`src/rtl/mda_pkg.sv`:
```
package mda_pkg;
  // Field positions inside the two descriptor words
  localparam int W0_MATCH_LSB = 16;
  localparam int W1_PRIV_LSB  = 8;
  localparam int W1_SEC_LSB   = 12;
  localparam int W1_VALID_BIT = 30;
  localparam int W1_LOCK_BIT  = 31;

  typedef enum logic [1:0] {
    ATTR_PASS    = 2'b00,
    ATTR_PASS_B  = 2'b01,
    ATTR_FORCE0  = 2'b10,
    ATTR_FORCE1  = 2'b11
  } attr_mode_e;

  // Strobes from control to datapath
  typedef struct packed {
    logic wrW0;
    logic wrW1;
  } desc_strobe_t;

  function automatic logic resolveAttr(logic [1:0] code, logic own);
    case (attr_mode_e'(code))
      ATTR_FORCE0: return 1'b0;
      ATTR_FORCE1: return 1'b1;
      default:     return own;
    endcase
  endfunction
endpackage

```
`src/rtl/mda_ctrl.sv`:
```
module mda_ctrl
  import mda_pkg::*;
#(
  parameter int NUM_SLOTS = 8,
  parameter int SLOT_W    = 3
) (
  input  logic                 clk,
  input  logic                 rstN,
  input  logic                 regWe,
  input  logic [SLOT_W+1:0]    regAddr,
  input  logic [1:0]           ctrlBits,
  input  logic [31:0]          descWord,
  input  logic [NUM_SLOTS-1:0] lockVec,
  output desc_strobe_t         strobe,
  output logic [SLOT_W-1:0]    slotSel,
  output logic                 rdHi,
  output logic [31:0]          regRdata,
  output logic                 globalValid
);
  logic isCtrl;
  logic slotLocked;
  logic pendQ;
  logic gvQ;

  assign isCtrl     = regAddr[SLOT_W+1];
  assign slotSel    = regAddr[SLOT_W:1];
  assign rdHi       = regAddr[0];
  assign slotLocked = lockVec[slotSel];

  // Writes to a locked descriptor never reach the datapath
  always_comb begin
    strobe.wrW0 = regWe && !isCtrl && !slotLocked && !rdHi;
    strobe.wrW1 = regWe && !isCtrl && !slotLocked && rdHi;
  end

  // Two-step global enable
  always_ff @(posedge clk or negedge rstN) begin
    if (!rstN) begin
      pendQ <= 1'b0;
      gvQ   <= 1'b0;
    end else if (regWe && isCtrl) begin
      if (ctrlBits == 2'b00) begin
        pendQ <= 1'b0;
        gvQ   <= 1'b0;
      end else if (ctrlBits == 2'b11 && pendQ) begin
        gvQ <= 1'b1;
      end else if (ctrlBits[0]) begin
        pendQ <= 1'b1;
      end
    end
  end

  assign globalValid = gvQ;
  assign regRdata    = isCtrl ? {30'b0, gvQ, pendQ} : descWord;

  assert_commit_needs_pending_R7: assert property (@(posedge clk) disable iff (!rstN)
    $rose(gvQ) |-> $past(pendQ));
  assert_valid_implies_pending_R7: assert property (@(posedge clk) disable iff (!rstN)
    gvQ |-> pendQ);
  assert_clear_both_R8: assert property (@(posedge clk) disable iff (!rstN)
    (regWe && isCtrl && ctrlBits == 2'b00) |=> (!gvQ && !pendQ));
endmodule

```
`src/rtl/mda_datapath.sv`:
```
module mda_datapath
  import mda_pkg::*;
#(
  parameter int NUM_MASTERS = 2,
  parameter int NUM_DESC    = 4,
  parameter int ID_W        = 8,
  parameter int DID_W       = 4,
  parameter int NUM_SLOTS   = NUM_MASTERS * NUM_DESC,
  parameter int SLOT_W      = $clog2(NUM_SLOTS),
  parameter int MST_W       = $clog2(NUM_MASTERS)
) (
  input  logic                 clk,
  input  logic                 rstN,
  input  desc_strobe_t         strobe,
  input  logic [SLOT_W-1:0]    slotSel,
  input  logic                 rdHi,
  input  logic [31:0]          wrData,
  output logic [31:0]          rdWord,
  output logic [NUM_SLOTS-1:0] lockVec,
  input  logic                 txnValid,
  input  logic [MST_W-1:0]     txnMaster,
  input  logic [ID_W-1:0]      txnId,
  input  logic                 txnPriv,
  input  logic                 txnSecure,
  output logic                 outValid,
  output logic [DID_W-1:0]     outDid,
  output logic                 outPriv,
  output logic                 outSecure,
  output logic                 outUnassigned
);
  localparam logic [31:0] ID_ONES  = (32'd1 << ID_W) - 32'd1;
  localparam logic [31:0] W0_KEEP  = ID_ONES | (ID_ONES << W0_MATCH_LSB);
  localparam logic [31:0] W1_KEEP  = ((32'd1 << DID_W) - 32'd1)
                                   | (32'd3 << W1_PRIV_LSB) | (32'd3 << W1_SEC_LSB)
                                   | (32'd1 << W1_VALID_BIT) | (32'd1 << W1_LOCK_BIT);

  logic [31:0] word0Q [NUM_SLOTS];
  logic [31:0] word1Q [NUM_SLOTS];

  for (genvar s = 0; s < NUM_SLOTS; s++) begin : g_slot
    always_ff @(posedge clk or negedge rstN) begin
      if (!rstN) begin
        word0Q[s] <= '0;
        word1Q[s] <= '0;
      end else begin
        if (strobe.wrW0 && slotSel == SLOT_W'(s)) word0Q[s] <= wrData & W0_KEEP;
        if (strobe.wrW1 && slotSel == SLOT_W'(s)) word1Q[s] <= wrData & W1_KEEP;
      end
    end
    assign lockVec[s] = word1Q[s][W1_LOCK_BIT];

    assert_lock_holds_R6: assert property (@(posedge clk) disable iff (!rstN)
      lockVec[s] |=> (lockVec[s] && $stable(word0Q[s]) && $stable(word1Q[s])));
  end

  assign rdWord = rdHi ? word1Q[slotSel] : word0Q[slotSel];

  // Priority search: walk downward so the lowest hit overrides
  logic        hit;
  logic [31:0] hitW1;
  always_comb begin
    hit   = 1'b0;
    hitW1 = '0;
    for (int d = NUM_DESC - 1; d >= 0; d--) begin
      int idx;
      logic [ID_W-1:0] dMask;
      logic [ID_W-1:0] dMatch;
      idx    = int'(txnMaster) * NUM_DESC + d;
      dMask  = word0Q[idx][ID_W-1:0];
      dMatch = word0Q[idx][W0_MATCH_LSB +: ID_W];
      if (word1Q[idx][W1_VALID_BIT] && (((txnId ^ dMatch) & ~dMask) == '0)) begin
        hit   = 1'b1;
        hitW1 = word1Q[idx];
      end
    end
  end

  always_ff @(posedge clk or negedge rstN) begin
    if (!rstN) begin
      outValid      <= 1'b0;
      outDid        <= '0;
      outPriv       <= 1'b0;
      outSecure     <= 1'b0;
      outUnassigned <= 1'b0;
    end else begin
      outValid      <= txnValid;
      outDid        <= (txnValid && hit) ? hitW1[DID_W-1:0] : '0;
      outPriv       <= !txnValid ? 1'b0 :
                       hit ? resolveAttr(hitW1[W1_PRIV_LSB +: 2], txnPriv) : txnPriv;
      outSecure     <= !txnValid ? 1'b0 :
                       hit ? resolveAttr(hitW1[W1_SEC_LSB +: 2], txnSecure) : txnSecure;
      outUnassigned <= txnValid && !hit;
    end
  end

  assert_no_locked_write_R6: assert property (@(posedge clk) disable iff (!rstN)
    (strobe.wrW0 || strobe.wrW1) |-> !lockVec[slotSel]);
  assert_one_word_strobe_R10: assert property (@(posedge clk) disable iff (!rstN)
    $onehot0({strobe.wrW0, strobe.wrW1}));
  assert_unassigned_did_R4: assert property (@(posedge clk) disable iff (!rstN)
    (outValid && outUnassigned) |-> outDid == '0);
  assert_latency_on_R9: assert property (@(posedge clk) disable iff (!rstN)
    txnValid |=> outValid);
  assert_latency_off_R9: assert property (@(posedge clk) disable iff (!rstN)
    !txnValid |=> !outValid);
endmodule

```
`src/rtl/mda_unit.sv`:
```
module mda_unit
  import mda_pkg::*;
#(
  parameter int NUM_MASTERS = 2,
  parameter int NUM_DESC    = 4,
  parameter int ID_W        = 8,
  parameter int DID_W       = 4
) (
  input  logic                                     clk,
  input  logic                                     rstN,
  input  logic                                     regWe,
  input  logic [$clog2(NUM_MASTERS*NUM_DESC)+1:0]  regAddr,
  input  logic [31:0]                              regWdata,
  output logic [31:0]                              regRdata,
  input  logic                                     txnValid,
  input  logic [$clog2(NUM_MASTERS)-1:0]           txnMaster,
  input  logic [ID_W-1:0]                          txnId,
  input  logic                                     txnPriv,
  input  logic                                     txnSecure,
  output logic                                     outValid,
  output logic [DID_W-1:0]                         outDid,
  output logic                                     outPriv,
  output logic                                     outSecure,
  output logic                                     outUnassigned,
  output logic                                     globalValid
);
  // NUM_MASTERS and NUM_DESC are powers of two, NUM_MASTERS >= 2
  localparam int NUM_SLOTS = NUM_MASTERS * NUM_DESC;
  localparam int SLOT_W    = $clog2(NUM_SLOTS);

  desc_strobe_t          strobe;
  logic [SLOT_W-1:0]     slotSel;
  logic                  rdHi;
  logic [31:0]           descWord;
  logic [NUM_SLOTS-1:0]  lockVec;

  mda_ctrl #(.NUM_SLOTS(NUM_SLOTS), .SLOT_W(SLOT_W)) i_ctrl (
    .clk(clk), .rstN(rstN), .regWe(regWe), .regAddr(regAddr),
    .ctrlBits(regWdata[1:0]), .descWord(descWord), .lockVec(lockVec),
    .strobe(strobe), .slotSel(slotSel), .rdHi(rdHi),
    .regRdata(regRdata), .globalValid(globalValid)
  );

  mda_datapath #(.NUM_MASTERS(NUM_MASTERS), .NUM_DESC(NUM_DESC),
                 .ID_W(ID_W), .DID_W(DID_W)) i_datapath (
    .clk(clk), .rstN(rstN), .strobe(strobe), .slotSel(slotSel), .rdHi(rdHi),
    .wrData(regWdata), .rdWord(descWord), .lockVec(lockVec),
    .txnValid(txnValid), .txnMaster(txnMaster), .txnId(txnId),
    .txnPriv(txnPriv), .txnSecure(txnSecure),
    .outValid(outValid), .outDid(outDid), .outPriv(outPriv),
    .outSecure(outSecure), .outUnassigned(outUnassigned)
  );
endmodule

```
`config.mk`:
```
export PLATFORM = sky130hd
export DESIGN_NAME = mda_unit
export DESIGN_NICKNAME = d
export VERILOG_FILES = /design/src/rtl/mda_pkg.sv /design/src/rtl/mda_ctrl.sv /design/src/rtl/mda_datapath.sv /design/src/rtl/mda_unit.sv
export SDC_FILE = /design/constraint.sdc
export NUM_CORES = 1
export LEC_CHECK = 0
export ABC_AREA = 0
export BUFFER_PORTS_ARGS = -buffer_cell sky130_fd_sc_hd__buf_2
export CAP_MARGIN = 20
export CORE_ASPECT_RATIO = 1.25
export CORE_MARGIN = 8
export CORE_UTILIZATION = 55
export DETAILED_ROUTE_END_ITERATION = 10
export PLACE_DENSITY = 0.74
export SKIP_LAST_GASP = 1
export SLEW_MARGIN = 20
export SYNTH_ARGS = -nofsm -noshare
export SYNTH_HDL_FRONTEND = slang
export SYNTH_SLANG_ARGS = --single-unit
```
`constraint.sdc`:
```
create_clock -name clk -period 3.3 [get_ports clk]
set_input_delay 0.165 -clock clk [delete_from_list [all_inputs] [get_ports clk]]
set_output_delay 0.165 -clock clk [all_outputs]
set_load 0.01 [all_outputs]
```
Word level (Yosys, flattened, before mapping). Cells that the tools add are included.

Input bits: 52. Output and inout bits: 41. Register bits after elaboration: 218.

Add/sub/neg operators: 3. Equal/unequal tests: 13. Magnitude comparators: 6. Multiplexer cells: 54. Bitwise operators: 17. Reduce and logical (&&, ||, !) cells: 42.

Operators by type and width (number): $bmux W32 S3 (10); $mux W31 (8); $mux W24 (8); $mux W32 (6); $ge A32 B4 Y1 const B (4); $not A32 Y32 (3); $mux W14 (4); $and A8 B8 Y8 (4); $logic_not A8 Y1 (4); $not A3 Y32 (1); $not A8 Y8 (4); $xor A8 B8 Y8 (4); $logic_and A1 B1 Y1 (28); $mux W1 (14); $eq A3 B3 Y1 const B (4); $eq A2 B2 Y1 const B (5); $add A3 B2 Y4 const B (2); $eq A3 B2 Y1 const B (2); $add A3 B1 Y4 const B (1); $ge A4 B4 Y1 const B (1); $logic_not A1 Y1 (4); $lt A3 B4 Y1 const B (1); $mux W4 (1); $not A3 Y4 (1); 9 further kinds (11).

Logic depth before layout (Yosys ltp).
Word-level depth: 17. Gate-level depth with buffers: 10. Gate-level depth less buffers: 8.

Cells and area by module. From an unflattened synthesis, not the netlist that was laid out.

Cells, all modules: 873. Area total of the unflattened synthesis: 11861.4 sq um.

By module, submodules not included: mda_datapath (area an instance 11424.7 sq um, cells each 815, times used 1); mda_ctrl (area an instance 436.7 sq um, cells each 58, times used 1).

Worst setup path after synthesis. Ideal clock, no wire load.

Path type: reg-to-reg. Start point: register i_datapath.word1Q, in the netlist i_datapath.lockVec[3]. End point: register i_datapath.word0Q[229] (netlist name). Setup slack: 1.133 ns. Buffers on the path: 1. Cell stages (with the launch flop): 7. Arrival time: 2.042 ns. Period minus slack after synthesis: 2.167 ns. Cell sequence: dfrtp_1 mux4_2 nor3b_4 nand2_4 nor3_4 buf_12 mux2_4.

Word-level cells in the longest chain between the ends: 6.

RTL lines: start, declared (RTL line mda_datapath.sv:38) `logic [31:0] word1Q [NUM_SLOTS];`; start signal, assigned by index (RTL line mda_datapath.sv:47) `if (strobe.wrW1 && slotSel == SLOT_W'(s)) word1Q[s] <= wrData & W1_KEEP;`; $bmux W1 S3 (RTL line mda_ctrl.sv:28) `assign slotLocked = lockVec[slotSel];`; $mux W1 (not written as such) (RTL line mda_ctrl.sv:28); $logic_not A1 Y1 (RTL line mda_ctrl.sv:32) `strobe.wrW0 = regWe && !isCtrl && !slotLocked && !rdHi;`; $logic_and A1 B1 Y1 (2 in a row) (RTL line mda_ctrl.sv:32); $logic_and A1 B1 Y1 (RTL line mda_datapath.sv:46) `if (strobe.wrW0 && slotSel == SLOT_W'(s)) word0Q[s] <= wrData & W0_KEEP;`; end signal, assigned by index (RTL line mda_datapath.sv:46); end, declared (RTL line mda_datapath.sv:37) `logic [31:0] word0Q [NUM_SLOTS];`.

Every way passes these cells. The select of a mux whose other input is x is not followed. A chain may end at the register's enable or synchronous reset.

Worst setup path in the final report.
Start point: register i_datapath.word0Q[178] (netlist name). End point: register i_datapath.outSecure.

Word-level cells in the longest chain between the ends: 15. Elaborated cells between the ends (all ways): 41. Classes of those cells: eq/ne: 2; mux: 23; bitwise: 8; reduce/logical: 8.

RTL lines: $bmux W32 S3 (RTL line mda_datapath.sv:70) `dMatch = word0Q[idx][W0_MATCH_LSB +: ID_W];`; $mux W24 (2 in a row); $xor A8 B8 Y8 (RTL line mda_datapath.sv:71) `if (word1Q[idx][W1_VALID_BIT] && (((txnId ^ dMatch) & ~dMask) == '0)) begin`; $and A8 B8 Y8 (RTL line mda_datapath.sv:71); $logic_not A8 Y1 (RTL line mda_datapath.sv:71); $logic_and A1 B1 Y1 (RTL line mda_datapath.sv:71); $mux W14 (4 in a row) (RTL line mda_datapath.sv:71); $eq A2 B2 Y1 (RTL line mda_pkg.sv:23) `case (attr_mode_e'(code))`; $pmux W1 S2 (RTL line mda_pkg.sv:23); $mux W1 * (RTL line mda_datapath.sv:91) `hit ? resolveAttr(hitW1[W1_SEC_LSB +: 2], txnSecure) : txnSecure;`; $mux W1 * (RTL line mda_datapath.sv:90) `outSecure <= !txnValid ? 1'b0 :`; end signal, assigned (RTL line mda_datapath.sv:90); end, declared (RTL line mda_datapath.sv:28) `output logic outSecure,`.

Every way passes the cells marked *; elsewhere a longest branch is shown, timed or not. The select of a mux whose other input is x is not followed.

==> summary.md <==
The logs give 0 for the number of diodes added for antenna fixing and 93 for the number of primary I/O pins. For this design the total switching power over the nets is 2.21 mW. The run gives 0 as the number of max-capacitance violations reported.

The net count of the finished layout is 971. Site row count: 59. In this run the critical register-to-register path is launched from i_datapath.word0Q[178]. The run gives 23.4% as the total routing usage reported by global routing. The number of detailed-route iterations in the first pass was 4. The number of antenna violations at the first check in global routing was 0.

Global routing finished with a remaining overflow of 0. In this run switching power makes up 27.1% of total power. For the number of buffers inserted for hold repair after clock tree synthesis, the log shows 23.

The flow ran to the end, and the final reports show no timing, DRC or antenna violations. Summed over all cells, the static leakage comes to 5.77 nW. The starting density of the core was 56.0%; the worst slew slack as a fraction of its limit was 50.7%. The register clock-pin slew on the reported worst setup and hold paths was 0.06 ns; the synthesized area divided by synthesized cell count was 14.0 um2.

Synthesis produced 830 cells. The count of filler cells inserted in the layout is 1571, and the CTS buffer count is 24. The areal power density over the cells is 614 nW/um2. The worst hold slack across all endpoints is 0.0156 ns.

In this run, the combinational gates consume 20.4% of the power. In the synthesized netlist the dominant register cell turns out to be sky130_fd_sc_hd__dfrtp_1. The tools report the number of DRC violations after detailed routing as 0.

For the number of instances resized during post-cts repair, the log shows 0. The root buffer cell chosen for the clock tree is sky130_fd_sc_hd__clkbuf_16. Summing the sequential cell areas from Yosys gives 47.0% of the chip area. Aggregate negative setup slack: 0 ns.

The worst setup path is captured at a flip-flop. The origin of the worst setup path is i_datapath.word0Q[178]. At the end of routability-driven placement, the weighted congestion stood at 0.886. The run gives 0.00773 ns as the final setup skew. The highest achievable clock rate was 0.361 GHz. Measured along the x axis, the die boundary spans 146 um.

Core box area: 20700 um2. Relative area change from synthesis to final layout: 14.3%. The first global-routing pass estimated 47600 um of wire.

STA puts the critical path data arrival time at 3.17 ns. At the later pin of the worst-skew pair, clock insertion delay measures 0.52 ns. Before CTS, the worst setup slack after placement is 0.632 ns. The cell area that synthesis handed to floorplanning was 11600 um2.

At the pin with the least slew margin, the transition time is 0.739 ns. The area of the die was 26000 um2; the CTS H-tree depth was 1. The number of distinct library cells after synthesis is 49, and the DRC violation total after the first TritonRoute iteration is 483. The number of failing hold endpoints at the final stage came out at 0. Clock period minus final worst setup slack: 2.77 ns. The path type of the worst min-delay path is primary input to flip-flop. The detailed-route wire length per cell works out to 24.5 um. In the layout the commonest cells are 218 x sky130_fd_sc_hd__dfrtp_1, 203 x sky130_fd_sc_hd__mux2_2, 70 x sky130_fd_sc_hd__buf_2.

Counting flops with an async set or reset pin after synthesis yields a share of 100%. The TritonCTS sink count came out at 218. The count of flip-flops with a built-in enable after synthesis is 0.

Leaving out fill and tap cells, the most frequent cell in the layout is sky130_fd_sc_hd__dfrtp_1. Setup repair after global routing left no endpoint under its margin. Cells with a size suffix above 1 make up 45.5% of the layout. The worst path meets setup with 0.529 ns of slack. The count of nets left with antenna violations once routing finished came out at 0. The number of global-route vias before repair was 8254. The HPWL after detailed placement is 19600 um. TritonCTS built the clock tree.

Setup violations remaining at the end of the flow were counted as 0. The number of buffer cells added on primary ports was 72; the sequential group share of total power was 44.3%. The largest vdd supply drop is 0.000463 V, and the total routed wirelength is 29600 um. The required time of the critical path is 3.70 ns, and the count of warnings emitted by yosys is 0.

Once the clock tree was built, the setup fixing pass inserted 0 buffers. The clock network accounts for 35.3% of the total power. The vertical extent of the die was 178 um.

Type of origin of the critical path: a flip-flop. After synthesis the netlist holds a flip-flop and latch count of 218. Final max-slew violation count: 0.

Type of the worst setup path: flip-flop to flip-flop. The longest clock path from root to sink contains 3 buffers. The tools report the via count as 7423. Entering global routing, the biggest net connects 88 pins. The tools report the final core utilization as 64.0%.

Highest fanout seen on the critical path: 6. In this run the most critical hold path is launched from regAddr[4]. The design internal power is 5.95 mW, and the final critical-path share of the clock period is 84.0%. Using the TritonRoute via totals, the vias-per-cell ratio works out to 6.13.
==> critical path, cell delays in order, from the launching register on <==
cell	delay, ns
sky130_fd_sc_hd__dfrtp_1	0.40
sky130_fd_sc_hd__xnor2_1	0.14
sky130_fd_sc_hd__o32ai_1	0.54
sky130_fd_sc_hd__a21oi_1	0.16
sky130_fd_sc_hd__o21a_1	0.21
sky130_fd_sc_hd__buf_4	0.19
sky130_fd_sc_hd__nor2_1	0.38
sky130_fd_sc_hd__a221o_1	0.21
sky130_fd_sc_hd__o311ai_0	0.12
sky130_fd_sc_hd__o32ai_1	0.30
==> metal layers <==
layer	vias up	part of all wire (%)	global-route usage, %
li1	3242	-	-
met1	3877	39	28.2
met2	229	51	41.5
met3	75	6.1	3.86
met4	0	3.5	8.74
met5	-	0	0
==> registers in the layout (all words and copies together) (netlist names) <==
register / cells
i_datapath.outSecure: 1
i_datapath.outValid: 1
i_ctrl.globalValid: 1
i_datapath.outDid: 4
i_datapath.word0Q: 128
i_datapath.outPriv: 1
i_ctrl.pendQ: 1
i_datapath.outUnassigned: 1
i_datapath.lockVec: 8
i_datapath.word1Q: 72
==> synth_stat cells (6+ instances only) <==
library cell / number / share of area, %
sky130_fd_sc_hd__dfrtp_1: 218 / 47
sky130_fd_sc_hd__mux2_2: 203 / 20
sky130_fd_sc_hd__xnor2_1: 64 / 4.8
sky130_fd_sc_hd__mux4_2: 55 / 11
sky130_fd_sc_hd__nor2_1: 34 / 1.1
sky130_fd_sc_hd__mux2i_1: 31 / 2.7
sky130_fd_sc_hd__buf_4: 24 / 1.6
sky130_fd_sc_hd__o22ai_1: 21 / 1.1
sky130_fd_sc_hd__nand2_1: 16 / 0.52
sky130_fd_sc_hd__clkbuf_1: 15 / 0.48
sky130_fd_sc_hd__buf_2: 13 / 0.56
sky130_fd_sc_hd__nor2b_1: 11 / 0.59
sky130_fd_sc_hd__mux2_4: 10 / 1.3
sky130_fd_sc_hd__o21ai_0: 10 / 0.43
sky130_fd_sc_hd__a21o_1: 8 / 0.52
sky130_fd_sc_hd__o211ai_1: 8 / 0.52
sky130_fd_sc_hd__a211oi_1: 6 / 0.39
sky130_fd_sc_hd__buf_1: 6 / 0.19
sky130_fd_sc_hd__nand2b_1: 6 / 0.32
sky130_fd_sc_hd__nor2_2: 6 / 0.32
sky130_fd_sc_hd__nor2_4: 6 / 0.58
sky130_fd_sc_hd__nor4_1: 6 / 0.32
==> power groups by stage <==
stage | Combinational (mW) | Sequential, mW | Clock (mW)
after floorplan | 1.25 | 3.50 | 0
after global placement | 1.60 | 3.62 | 0
after detailed placement | 1.64 | 3.65 | 0
after CTS | 1.67 | 3.61 | 2.91
after global routing | 1.79 | 3.68 | 3.03
final | 1.66 | 3.61 | 2.88
==> worst paths after layout <==
check	end	slack (ns)	cells past startpoint
setup / recovery	i_datapath.outSecure	0.53	9
hold / removal	i_ctrl.pendQ	0.02	3
setup reg to reg	i_datapath.outSecure	0.53	9
hold reg to reg	i_datapath.lockVec[6]	0.45	1
max in group asynchronous	i_datapath.word1Q[97]	2.20	3
min in group asynchronous	i_datapath.lockVec[0]	0.23	2
==> stage by stage <==
| step | instances | instance area [um2] | power (mW) |
|---|---|---|---|
| after floorplan | 839 | 11600 | 4.75 |
| after global placement | 1144 | 12200 | 5.22 |
| after detailed placement | 1144 | 12200 | 5.29 |
| after CTS | 1210 | 13300 | 8.20 |
| after global routing | 1210 | 13300 | 8.50 |
| final | 1210 | 13300 | 8.15 |
==> area by class of cell <==
| class | instances | area, um2 | share of cell area (%) |
|---|---|---|---|
| clock inverter | 9 | 145 | 1.09 |
| sequential | 218 | 5460 | 41.1 |
| tap | 274 | 343 | 2.58 |
| timing repair buffer | 116 | 811 | 6.11 |
| clock buffer | 34 | 709 | 5.34 |
| multi-input combinational | 559 | 5810 | 43.8 |
==> cell families (layout without fill, tap and decap cells) <==
logic type	count (synthesis)	count (layout)	share of synthesized area [%]
multiplexers	300	300	34.4
flip-flops	218	218	47.0
AND/OR/NAND/NOR	101	101	5.13
AO/OA/AOI/OAI	84	84	5.36
XOR/XNOR	64	64	4.83
buffers and inverters	62	159	3.25
other	1	10	0.0323
Note: power is estimated with default switching activity, not from simulation.
